<file path="config.mk">
export PLATFORM = sky130hd
export DESIGN_NAME = pg_tile_ctrl
export DESIGN_NICKNAME = d
export VERILOG_FILES = /design/src/rtl/pgc_pkg.sv /design/src/rtl/pgc_cfg_chain.sv /design/src/rtl/pgc_tile.sv /design/src/rtl/pgc_chan.sv /design/src/rtl/pg_tile_ctrl.sv
export SDC_FILE = /design/constraint.sdc
export NUM_CORES = 1
export LEC_CHECK = 0
export ABC_AREA = 1
export BUFFER_PORTS_ARGS = -buffer_cell sky130_fd_sc_hd__buf_2
export CORE_ASPECT_RATIO = 0.7
export CORE_MARGIN = 2
export CORE_UTILIZATION = 55
export CTS_BUF_LIST = sky130_fd_sc_hd__clkbuf_16
export DETAILED_ROUTE_END_ITERATION = 10
export PLACE_DENSITY = 0.94
export RECOVER_POWER = 50
export SKIP_CTS_REPAIR_TIMING = 1
export SLEW_MARGIN = 20
export SYNTH_ARGS = -nofsm -noshare
export SYNTH_HDL_FRONTEND = slang
export SYNTH_SLANG_ARGS = --single-unit
export TNS_END_PERCENT = 10
</file>
<file path="constraint.sdc">
create_clock -name clk -period 1.8 [get_ports clk]
set_input_delay 0.09 -clock clk [delete_from_list [all_inputs] [get_ports clk]]
set_output_delay 0.09 -clock clk [all_outputs]
set_load 0.01 [all_outputs]
</file>
<file path="src/rtl/pgc_pkg.sv">
package pgc_pkg;

    typedef enum logic [1:0] {
        PGM_OFF = 2'b00,
        PGM_ON  = 2'b01,
        PGM_DYN = 2'b10,
        PGM_RSV = 2'b11
    } pgc_mode_e;

    localparam int PGC_MODE_W = 2;

    // Switch enable for a given mode; reserved code falls back to powered
    function automatic logic mode_enable(input pgc_mode_e mode, input logic dyn_req);
        logic en;
        case (mode)
            PGM_OFF: en = 1'b0;
            PGM_DYN: en = dyn_req;
            default: en = 1'b1;
        endcase
        return en;
    endfunction

endpackage

</file>
<file path="src/rtl/pgc_cfg_chain.sv">
module pgc_cfg_chain
    import pgc_pkg::*;
#(
    parameter int TILES  = 4,
    parameter int PINS   = 4,
    parameter int SEL_W  = $clog2(PINS + 1),
    parameter int WORD_W = SEL_W + 2 * PGC_MODE_W,
    parameter int TOT_W  = TILES * WORD_W
) (
    input  logic             clk,
    input  logic             rst,
    input  logic             cfg_en,
    input  logic             cfg_sdi,
    output logic             cfg_sdo,
    output logic [TOT_W-1:0] active_cfg
);

    localparam logic [WORD_W-1:0] RST_WORD = {SEL_W'(PINS), PGM_ON, PGM_ON};
    localparam logic [TOT_W-1:0]  RST_VEC  = {TILES{RST_WORD}};

    logic [TOT_W-1:0] shift_q;
    logic [TOT_W-1:0] active_q;
    logic             en_q;

    always_ff @(posedge clk) begin
        if (rst) begin
            shift_q  <= RST_VEC;
            active_q <= RST_VEC;
            en_q     <= 1'b0;
        end else begin
            en_q <= cfg_en;
            if (cfg_en) begin
                shift_q <= {shift_q[TOT_W-2:0], cfg_sdi};
            end
            if (en_q && !cfg_en) begin
                active_q <= shift_q;
            end
        end
    end

    assign cfg_sdo    = shift_q[TOT_W-1];
    assign active_cfg = active_q;


    cfg_hold_chk: assert property (@(posedge clk) disable iff (rst)
        cfg_en |=> $stable(active_q));

endmodule

</file>
<file path="src/rtl/pgc_tile.sv">
module pgc_tile
    import pgc_pkg::*;
#(
    parameter int PINS  = 4,
    parameter int SEL_W = $clog2(PINS + 1)
) (
    input  logic             clk,
    input  logic             rst,
    input  logic [PINS-1:0]  pins,
    input  logic [SEL_W-1:0] sel,
    input  pgc_mode_e        clu_mode,
    output logic             ctrl,
    output logic             clu_en,
    output logic [PINS-1:0]  taken,
    output logic [PINS-1:0]  logic_pins,
    output logic             entry_left,
    output logic             entry_right
);

    logic sel_ok;

    assign sel_ok = (sel < SEL_W'(PINS));

    for (genvar p = 0; p < PINS; p++) begin : g_pin
        assign taken[p] = sel_ok && (sel == SEL_W'(p));
    end

    assign ctrl        = sel_ok ? |(pins & taken) : 1'b1;
    assign logic_pins  = pins & ~taken;
    assign entry_left  = sel_ok && !sel[0];
    assign entry_right = sel_ok && sel[0];
    assign clu_en      = mode_enable(clu_mode, ctrl);


    taken_onehot_chk: assert property (@(posedge clk) disable iff (rst)
        $onehot0(taken));


    no_sel_ctrl_chk: assert property (@(posedge clk) disable iff (rst)
        (!sel_ok) |-> (ctrl && taken == '0));


    clu_off_chk: assert property (@(posedge clk) disable iff (rst)
        (clu_mode == PGM_OFF) |-> !clu_en);


    clu_on_chk: assert property (@(posedge clk) disable iff (rst)
        (clu_mode == PGM_ON || clu_mode == PGM_RSV) |-> clu_en);

endmodule

</file>
<file path="src/rtl/pgc_chan.sv">
module pgc_chan
    import pgc_pkg::*;
(
    input  logic      clk,
    input  logic      rst,
    input  pgc_mode_e mode,
    input  logic      ctrl_a,
    input  logic      ctrl_b,
    input  logic      force_on,
    output logic      en
);

    assign en = force_on | mode_enable(mode, ctrl_a | ctrl_b);


    entry_forced_chk: assert property (@(posedge clk) disable iff (rst)
        force_on |-> en);


    both_asleep_chk: assert property (@(posedge clk) disable iff (rst)
        (mode == PGM_DYN && !force_on && !ctrl_a && !ctrl_b) |-> !en);

endmodule

</file>
<file path="src/rtl/pg_tile_ctrl.sv">
module pg_tile_ctrl
    import pgc_pkg::*;
#(
    parameter int TILES = 4,
    parameter int PINS  = 4
) (
    input  logic                  clk,
    input  logic                  rst,
    input  logic                  cfg_en,
    input  logic                  cfg_sdi,
    output logic                  cfg_sdo,
    input  logic [TILES*PINS-1:0] pin_in,
    output logic [TILES-1:0]      clu_en,
    output logic [TILES-1:0]      chn_en,
    output logic [TILES*PINS-1:0] pin_taken,
    output logic [TILES*PINS-1:0] logic_in
);

    localparam int SEL_W  = $clog2(PINS + 1);
    localparam int WORD_W = SEL_W + 2 * PGC_MODE_W;
    localparam int TOT_W  = TILES * WORD_W;

    typedef struct packed {
        logic [SEL_W-1:0] sel;
        pgc_mode_e        clu_mode;
        pgc_mode_e        chn_mode;
    } tile_cfg_t;

    logic [TOT_W-1:0] active_cfg;
    tile_cfg_t        tcfg   [TILES];
    logic [TILES-1:0] ctrl;
    logic [TILES-1:0] ent_l;
    logic [TILES-1:0] ent_r;

    pgc_cfg_chain #(
        .TILES (TILES),
        .PINS  (PINS),
        .SEL_W (SEL_W),
        .WORD_W(WORD_W),
        .TOT_W (TOT_W)
    ) u_chain (
        .clk       (clk),
        .rst       (rst),
        .cfg_en    (cfg_en),
        .cfg_sdi   (cfg_sdi),
        .cfg_sdo   (cfg_sdo),
        .active_cfg(active_cfg)
    );

    for (genvar t = 0; t < TILES; t++) begin : g_tile
        assign tcfg[t] = tile_cfg_t'(active_cfg[t*WORD_W +: WORD_W]);

        pgc_tile #(
            .PINS (PINS),
            .SEL_W(SEL_W)
        ) u_tile (
            .clk        (clk),
            .rst        (rst),
            .pins       (pin_in[t*PINS +: PINS]),
            .sel        (tcfg[t].sel),
            .clu_mode   (tcfg[t].clu_mode),
            .ctrl       (ctrl[t]),
            .clu_en     (clu_en[t]),
            .taken      (pin_taken[t*PINS +: PINS]),
            .logic_pins (logic_in[t*PINS +: PINS]),
            .entry_left (ent_l[t]),
            .entry_right(ent_r[t])
        );
    end

    for (genvar k = 0; k < TILES; k++) begin : g_chan
        logic nb_ctrl;
        logic nb_entry;
        if (k == 0) begin : g_edge
            assign nb_ctrl  = 1'b0;
            assign nb_entry = 1'b0;
        end else begin : g_inner
            assign nb_ctrl  = ctrl[k-1];
            assign nb_entry = ent_r[k-1];
        end

        pgc_chan u_chan (
            .clk     (clk),
            .rst     (rst),
            .mode    (tcfg[k].chn_mode),
            .ctrl_a  (ctrl[k]),
            .ctrl_b  (nb_ctrl),
            .force_on(ent_l[k] | nb_entry),
            .en      (chn_en[k])
        );
    end


    reset_release_chk: assert property (@(posedge clk)
        $fell(rst) |-> (clu_en == '1 && chn_en == '1 && pin_taken == '0));

endmodule

</file>
==> flow_metrics.tcl, run 1 <==
set metrics [dict create \
    status "finished clean" \
    setup_viol 0 \
    via_count 2502 \
    grt_pass1_wl_microns 9791 \
    rsz0062_at_grt "no" \
    worst_slew_pin_slew_ps 396.6 \
    synth-simple-area-share_pct 30.16 \
    crit_path_top_delay_cell "dfxtp_1" \
    report.final.slew_viol_count 0 \
    core-area_sq_um 4379 \
    end_kind "output port" \
    drive_gt1_share_pct 17.26 \
    yosysWarnings 0 \
    postRouteAntennaNets 0 \
    p_leak_nw 1.454 \
    drc 0 \
    worst_path_most_repeated_cell "nand2_1" \
    synth_edf_count 0 \
    cts.sinks 57 \
    cts_buffers 9 \
    gp_congestion 0.8358 \
    timing.setup.tns_ps 0 \
    ys.flop_type "dfxtp_1" \
    synthArstFlopShare_pct 0 \
    die_w_microns 84.94 \
    hold_slack_ps 303.0 \
    synth_fa_ha_area_share_pct 0 \
    synth_xor_area_share_pct 0 \
    crit_buf_inv 2 \
    cts_tree "done" \
    worstSetupStartpointType "register" \
    netlist_instances 366 \
    finClkSkew_ps 5.442 \
    routed_via_density 5.234 \
    grt_pass1_vias 2140 \
    synth_compound_area_share_pct 12.60 \
    crit_chain "nand2_1, inv_2, a21oi_1, nand2_1, nor2_2, nand2_1, nand2_1, nand2_1, buf_2" \
    grt_max_degree 48 \
    hold_path.class "primary input to register" \
    cp.required_ps 1710 \
    firstDrtPassIters 4 \
    wire_per_inst_microns 12.52 \
    critPathTopFamily "simple AND/OR/NAND/NOR gates" \
    yosysSeqAreaShare_pct 45.24 \
    cp.arrival_ps 1530 \
    synth_seq_cells 57 \
    antenna_found_initial 0 \
    max_slew_margin_pct 73.47 \
    rrSetupSlack_ps 390 \
    power.density_nw_per_um2 1070 \
    io_pins 61 \
    place_inst 461 \
    num_rows 20 \
    stdcell_count 478 \
    antenna_cells 0 \
    critPathMaxStageDelay_ps 360 \
    synth_area_per_cell_sq_um 6.892 \
    max_cap_viol_count 0 \
    grt_use_total_pct 24.52 \
    vdd_ir_drop_max_v 0.001013 \
    fin_crit_ps 1616 \
    drtIter0Drc 291 \
    clk_latency_ps 320 \
    clockRootBuffer "clkbuf_16" \
    die-area_sq_um 5152 \
    fmax_ghz 0.6187 \
    synthMuxAreaShare_pct 0 \
    die_h_microns 60.66 \
    yosysUniqueCellTypes 23 \
    syn_to_final_growth_pct 21.48 \
    h-tree-depth 3 \
    grt-ovfl-total 0 \
    synth_area_sq_um 2522 \
    initial_utilization_pct 57.60 \
    drt_wl_total_microns 5985 \
    ctsLongestPathBuffers 2 \
    critical_path_class "register to output port" \
    synth_fp_nets 386 \
    fin_crit_sh_pct 89.79 \
    hpwl_microns 3942 \
    finalHoldViolations 0 \
    path_max_fanout 6 \
    cts.clk_slew.worst_paths_ps 50 \
    synth_top_family_by_area "simple AND/OR/NAND/NOR gates" \
    port-buffer-count 60 \
    fin_nets 439 \
]
## cells in the final DEF, fill, tap and decap left out, types with 4 or more instances in the layout
master	netlist	routed
buf_2	11	48
clkinv_1	1	5
clkbuf_16	0	9
nor2_1	74	76
nor3_1	4	4
o21ai_0	31	31
nand2_1	69	69
inv_2	7	7
inv_1	34	34
a21oi_1	12	12
nand3_1	32	32
clkbuf_1	3	12
dfxtp_1	57	57
## sequential cells by signal, summed over array words and instances, names as in the netlist
register	cells
u_chain.shift_q	28
u_chain.active_cfg	28
u_chain.en_q	1
## cell usage after synthesis (all sizes together) (3+ instances only)
| master | instances | share of area (%) |
|---|---|---|
| o21a | 3 | 0.89 |
| dfxtp | 57 | 45 |
| buf | 21 | 5.3 |
| nand3 | 32 | 6.3 |
| nor2 | 78 | 12 |
| inv | 41 | 6.1 |
| clkbuf | 3 | 0.45 |
| o21bai | 3 | 0.89 |
| nand2 | 70 | 11 |
| nor3 | 4 | 0.79 |
| o21ai | 33 | 6.5 |
| o211ai | 3 | 0.89 |
| a21oi | 12 | 2.4 |
## power by group
group | internal, mW | switching (mW)
logic | 0.122 | 0.198
clock network | 1.04 | 0.512
registers | 1.35 | 0.0637
total | 2.50 | 0.774
## stage by stage
step	util [%]	worst slack (ps)	power, mW	cell area [sq um]
2_1_floorplan	-	702.6	1.636	2522
3_3_place_gp	63.69	548.1	1.724	2789
3_5_place_dp	63.69	485.9	1.739	2789
4_1_cts	69.97	189.7	3.290	3064
5_1_grt	69.97	61.11	3.402	3064
6_report	69.97	183.8	3.278	3064
## worst register-to-register path: cells and delay by family (launching register included)
family / cells / cell delay [ps]
DFF: 1 / 420
and+or+nand+nor: 1 / 290
buffers and inverters: 1 / 290
AOI/OAI and AO/OA: 2 / 290
## per-layer routing
metal  GRT usage, %  share of wire, %
met4          13.61               2.5
met2          37.83                43
met5              0                 0
met3          5.578               7.4
met1          32.60                47
## area by class of cell
cell class              count  area, sq um
fillers                   339         1315
well taps                  55        68.82
clock buffers               9        225.2
inverters                  42        157.7
flip-flops and latches     57         1141
repair buffers             66        347.8
clock inverters             6        50.05
multi-input cells         243         1074
## cell families (layout without fill, tap and decap cells)
logic type	count (synthesis)	after routing
compound gates	57	57
buf+inv	66	123
flops	57	57
simple gates	186	186
## final timing paths
check | startpoint | to | cells past startpoint
max | u_chain.active_cfg[19] | chn_en[3] | 9
min | cfg_en | u_chain.en_q | 4
max reg2reg | u_chain.en_q | u_chain.active_cfg[12] | 4
min reg2reg | u_chain.active_cfg[17] | u_chain.active_cfg[17] | 2
(Power assumes the default switching activity.)
==> run 2, diff against run 1 <==
--- a/config.mk
+++ b/config.mk
@@ -5,7 +5,6 @@
 export SDC_FILE = /design/constraint.sdc
 export NUM_CORES = 1
 export LEC_CHECK = 0
-export ABC_AREA = 1
 export BUFFER_PORTS_ARGS = -buffer_cell sky130_fd_sc_hd__buf_2
 export CORE_ASPECT_RATIO = 0.7
 export CORE_MARGIN = 2
==> flow_metrics.tcl, run 2 <==
set metrics [dict create \
    status "finished clean" \
    synth_compound_area_share_pct 10.52 \
    grt_pass1_wl_microns 8997 \
    final_cell_mix "nand2_1 (60), buf_2 (58), dfxtp_1 (57)" \
    die_w_microns 85.50 \
    ys.flop_type "dfxtp_1" \
    whs_path_depth 2 \
    syn_to_final_growth_pct 18.59 \
    critical_path_class "register to output port" \
    combPwrFrac_pct 9.0 \
    synth_area_per_cell_sq_um 8.669 \
    synth_edf_count 0 \
    yosysTopAreaCell "dfxtp_1" \
    grt_pass1_vias 1917 \
    hold_path.class "primary input to register" \
    fin_crit_sh_pct 93.15 \
    swShare_pct 23.60 \
    num_rows 20 \
    gp_congestion 0.7625 \
    port-buffer-count 60 \
    critPathMaxStageDelay_ps 450 \
    synth_top_area_share_pct 44.62 \
    crit_chain "mux2i_1, nand2_1, a211o_1, buf_2" \
    hpwl_microns 3558 \
    fmax_ghz 0.5964 \
    grt-ovfl-total 0 \
    use_met3_pct 6.032 \
    crit_path_top_delay_cell "dfxtp_1" \
    synthTopCellsByArea "dfxtp_1 (45%), mux2i_1 (9.4%), nor2b_1 (9.3%), nand2_1 (8.8%), a211o_1 (4.5%)" \
    clockRootBuffer "clkbuf_16" \
    die-area_sq_um 5220 \
    yosysSeqAreaShare_pct 44.62 \
    synth_fa_ha_area_share_pct 0 \
    fin_nets 364 \
    synth-simple-area-share_pct 28.13 \
    top_usage_layer "met2" \
    setup_viol 0 \
    power.density_nw_per_um2 1015 \
    routed_via_density 5.416 \
    synthArstFlopShare_pct 0 \
    antenna_cells 0 \
    ctsLongestPathBuffers 2 \
    drt_wl_total_microns 5676 \
    firstDrtPassIters 4 \
    timing.setup.tns_ps 0 \
    synth_fp_nets 315 \
    report.final.slew_viol_count 0 \
    finalHoldViolations 0 \
    io_pins 61 \
    die_h_microns 61.05 \
    finalInstanceArea_sq_um 3033 \
    synthMuxAreaShare_pct 9.393 \
    yosysUniqueCellTypes 20 \
    layout_commonest_cell "nand2_1" \
    initial_utilization_pct 58.07 \
    grt_use_total_pct 22.46 \
    grt_max_degree 32 \
    antenna_found_initial 0 \
    power_frac_seq_pct 44.8 \
    fin_crit_ps 1677 \
    core-area_sq_um 4404 \
    cp.required_ps 1710 \
    wire_per_inst_microns 14.05 \
    finClkSkew_ps 3.399 \
    rsz0062_at_grt "no" \
    via_count 2188 \
    clk_latency_ps 320 \
    synth_area_sq_um 2557 \
    synth_xor_area_share_pct 0 \
    yosysMostFrequentCell "nand2_1" \
    drive_gt1_share_pct 21.20 \
    worst_slew_pin_slew_ps 1022 \
    max_cap_viol_count 0 \
    h-tree-depth 3 \
    p_leak_nw 1.364 \
    drtIter0Drc 213 \
    clockPowerShare_pct 46.2 \
    synth_seq_cells 57 \
    internal_power_mw 2.353 \
    cts_tree "done" \
    drc 0 \
    met2_usage_pct 36.61 \
    max_slew_margin_pct 31.86 \
    cts.sinks 57 \
    synth_top_family_by_area "simple AND/OR/NAND/NOR gates" \
    cp.arrival_ps 1590 \
    cts_buffers 9 \
    cts.clk_slew.worst_paths_ps 50 \
    worstSetupStartpointType "register" \
    postRouteAntennaNets 0 \
    vdd_ir_drop_max_v 0.0007917 \
    rr_worst_depth 4 \
    grt_use_met1_pct 29.74 \
    synth_commonest_cells "nand2_1 (60), dfxtp_1 (57), nor2b_1 (38), mux2i_1 (24), nor2_1 (20)" \
    path_max_fanout 7 \
    p_sw_mw 0.7267 \
    end_kind "output port" \
    place_area_sq_um 2789 \
    yosysWarnings 0 \
    netlist_instances 295 \
]
## run 2: cell count changes after synthesis, moves of 7 or more
cell	previous run	this run
inv_1	34	0
mux2i_1	0	24
and2_1	0	8
nor2_1	74	20
nand3b_1	0	12
o21ai_0	31	2
nand2_1	69	60
a211o_1	0	13
inv_2	7	0
nand3_1	32	0
nor2b_1	0	38
## run 2: final cells by class
| cell class | instances | area, sq um |
|---|---|---|
| multi-input combinational | 210 | 1229 |
| tap | 55 | 68.82 |
| clock buffer | 9 | 225.2 |
| timing repair buffer | 66 | 340.3 |
| clock inverter | 7 | 28.78 |
| sequential | 57 | 1141 |
| fill | 298 | 1371 |
## run 2: worst paths after layout
| path | from | end | slack (ps) |
|---|---|---|---|
| max | u_chain.active_cfg[5] | chn_en[0] | 120 |
| min reg2reg | u_chain.active_cfg[15] | u_chain.active_cfg[15] | 460 |
| min | cfg_en | u_chain.en_q | 50 |
| max reg2reg | u_chain.en_q | u_chain.active_cfg[18] | 480 |
## run 2: kinds of logic (layout without fill, tap and decap cells)
family,count (synthesis),count (layout)
AO/OA/AOI/OAI,40,40
buffers and inverters,28,82
flip-flops,57,57
multiplexers,24,24
AND/OR/NAND/NOR,146,146
## run 2: critical path, delay by kind of cell, from the launching register on
family	cells	cell delay, ps
flops	1	450
compound gates	1	300
mux	1	280
buf+inv	1	130
simple gates	1	110
## run 2: layer usage
layer	vias to the layer above	wire, microns	share of wire, %
met2	77	2613	46
met1	1026	2573	45
met3	9	416	7.3
li1	1076	-	-
met5	-	0	0
met4	0	73	1.3
## run 2: power groups by stage
stage / Combinational, mW / Sequential (mW) / Clock, mW
2_1_floorplan: 0.209 / 1.38 / 0
3_3_place_gp: 0.266 / 1.39 / 0
3_5_place_dp: 0.275 / 1.40 / 0
4_1_cts: 0.283 / 1.38 / 1.43
5_1_grt: 0.307 / 1.38 / 1.49
6_report: 0.278 / 1.38 / 1.42
## run 2: metrics by stage
step	utilization, %	worst slack [ps]	std cells	total power [mW]	hold slack [ps]
2_1_floorplan	-	579.6	295	1.592	207.9
3_3_place_gp	63.32	541.4	387	1.660	294.2
3_5_place_dp	63.32	484.3	387	1.671	304.2
4_1_cts	69.09	141.9	403	3.087	-22.59
5_1_grt	68.86	60.80	404	3.180	81.55
6_report	68.86	123.2	404	3.079	46.57
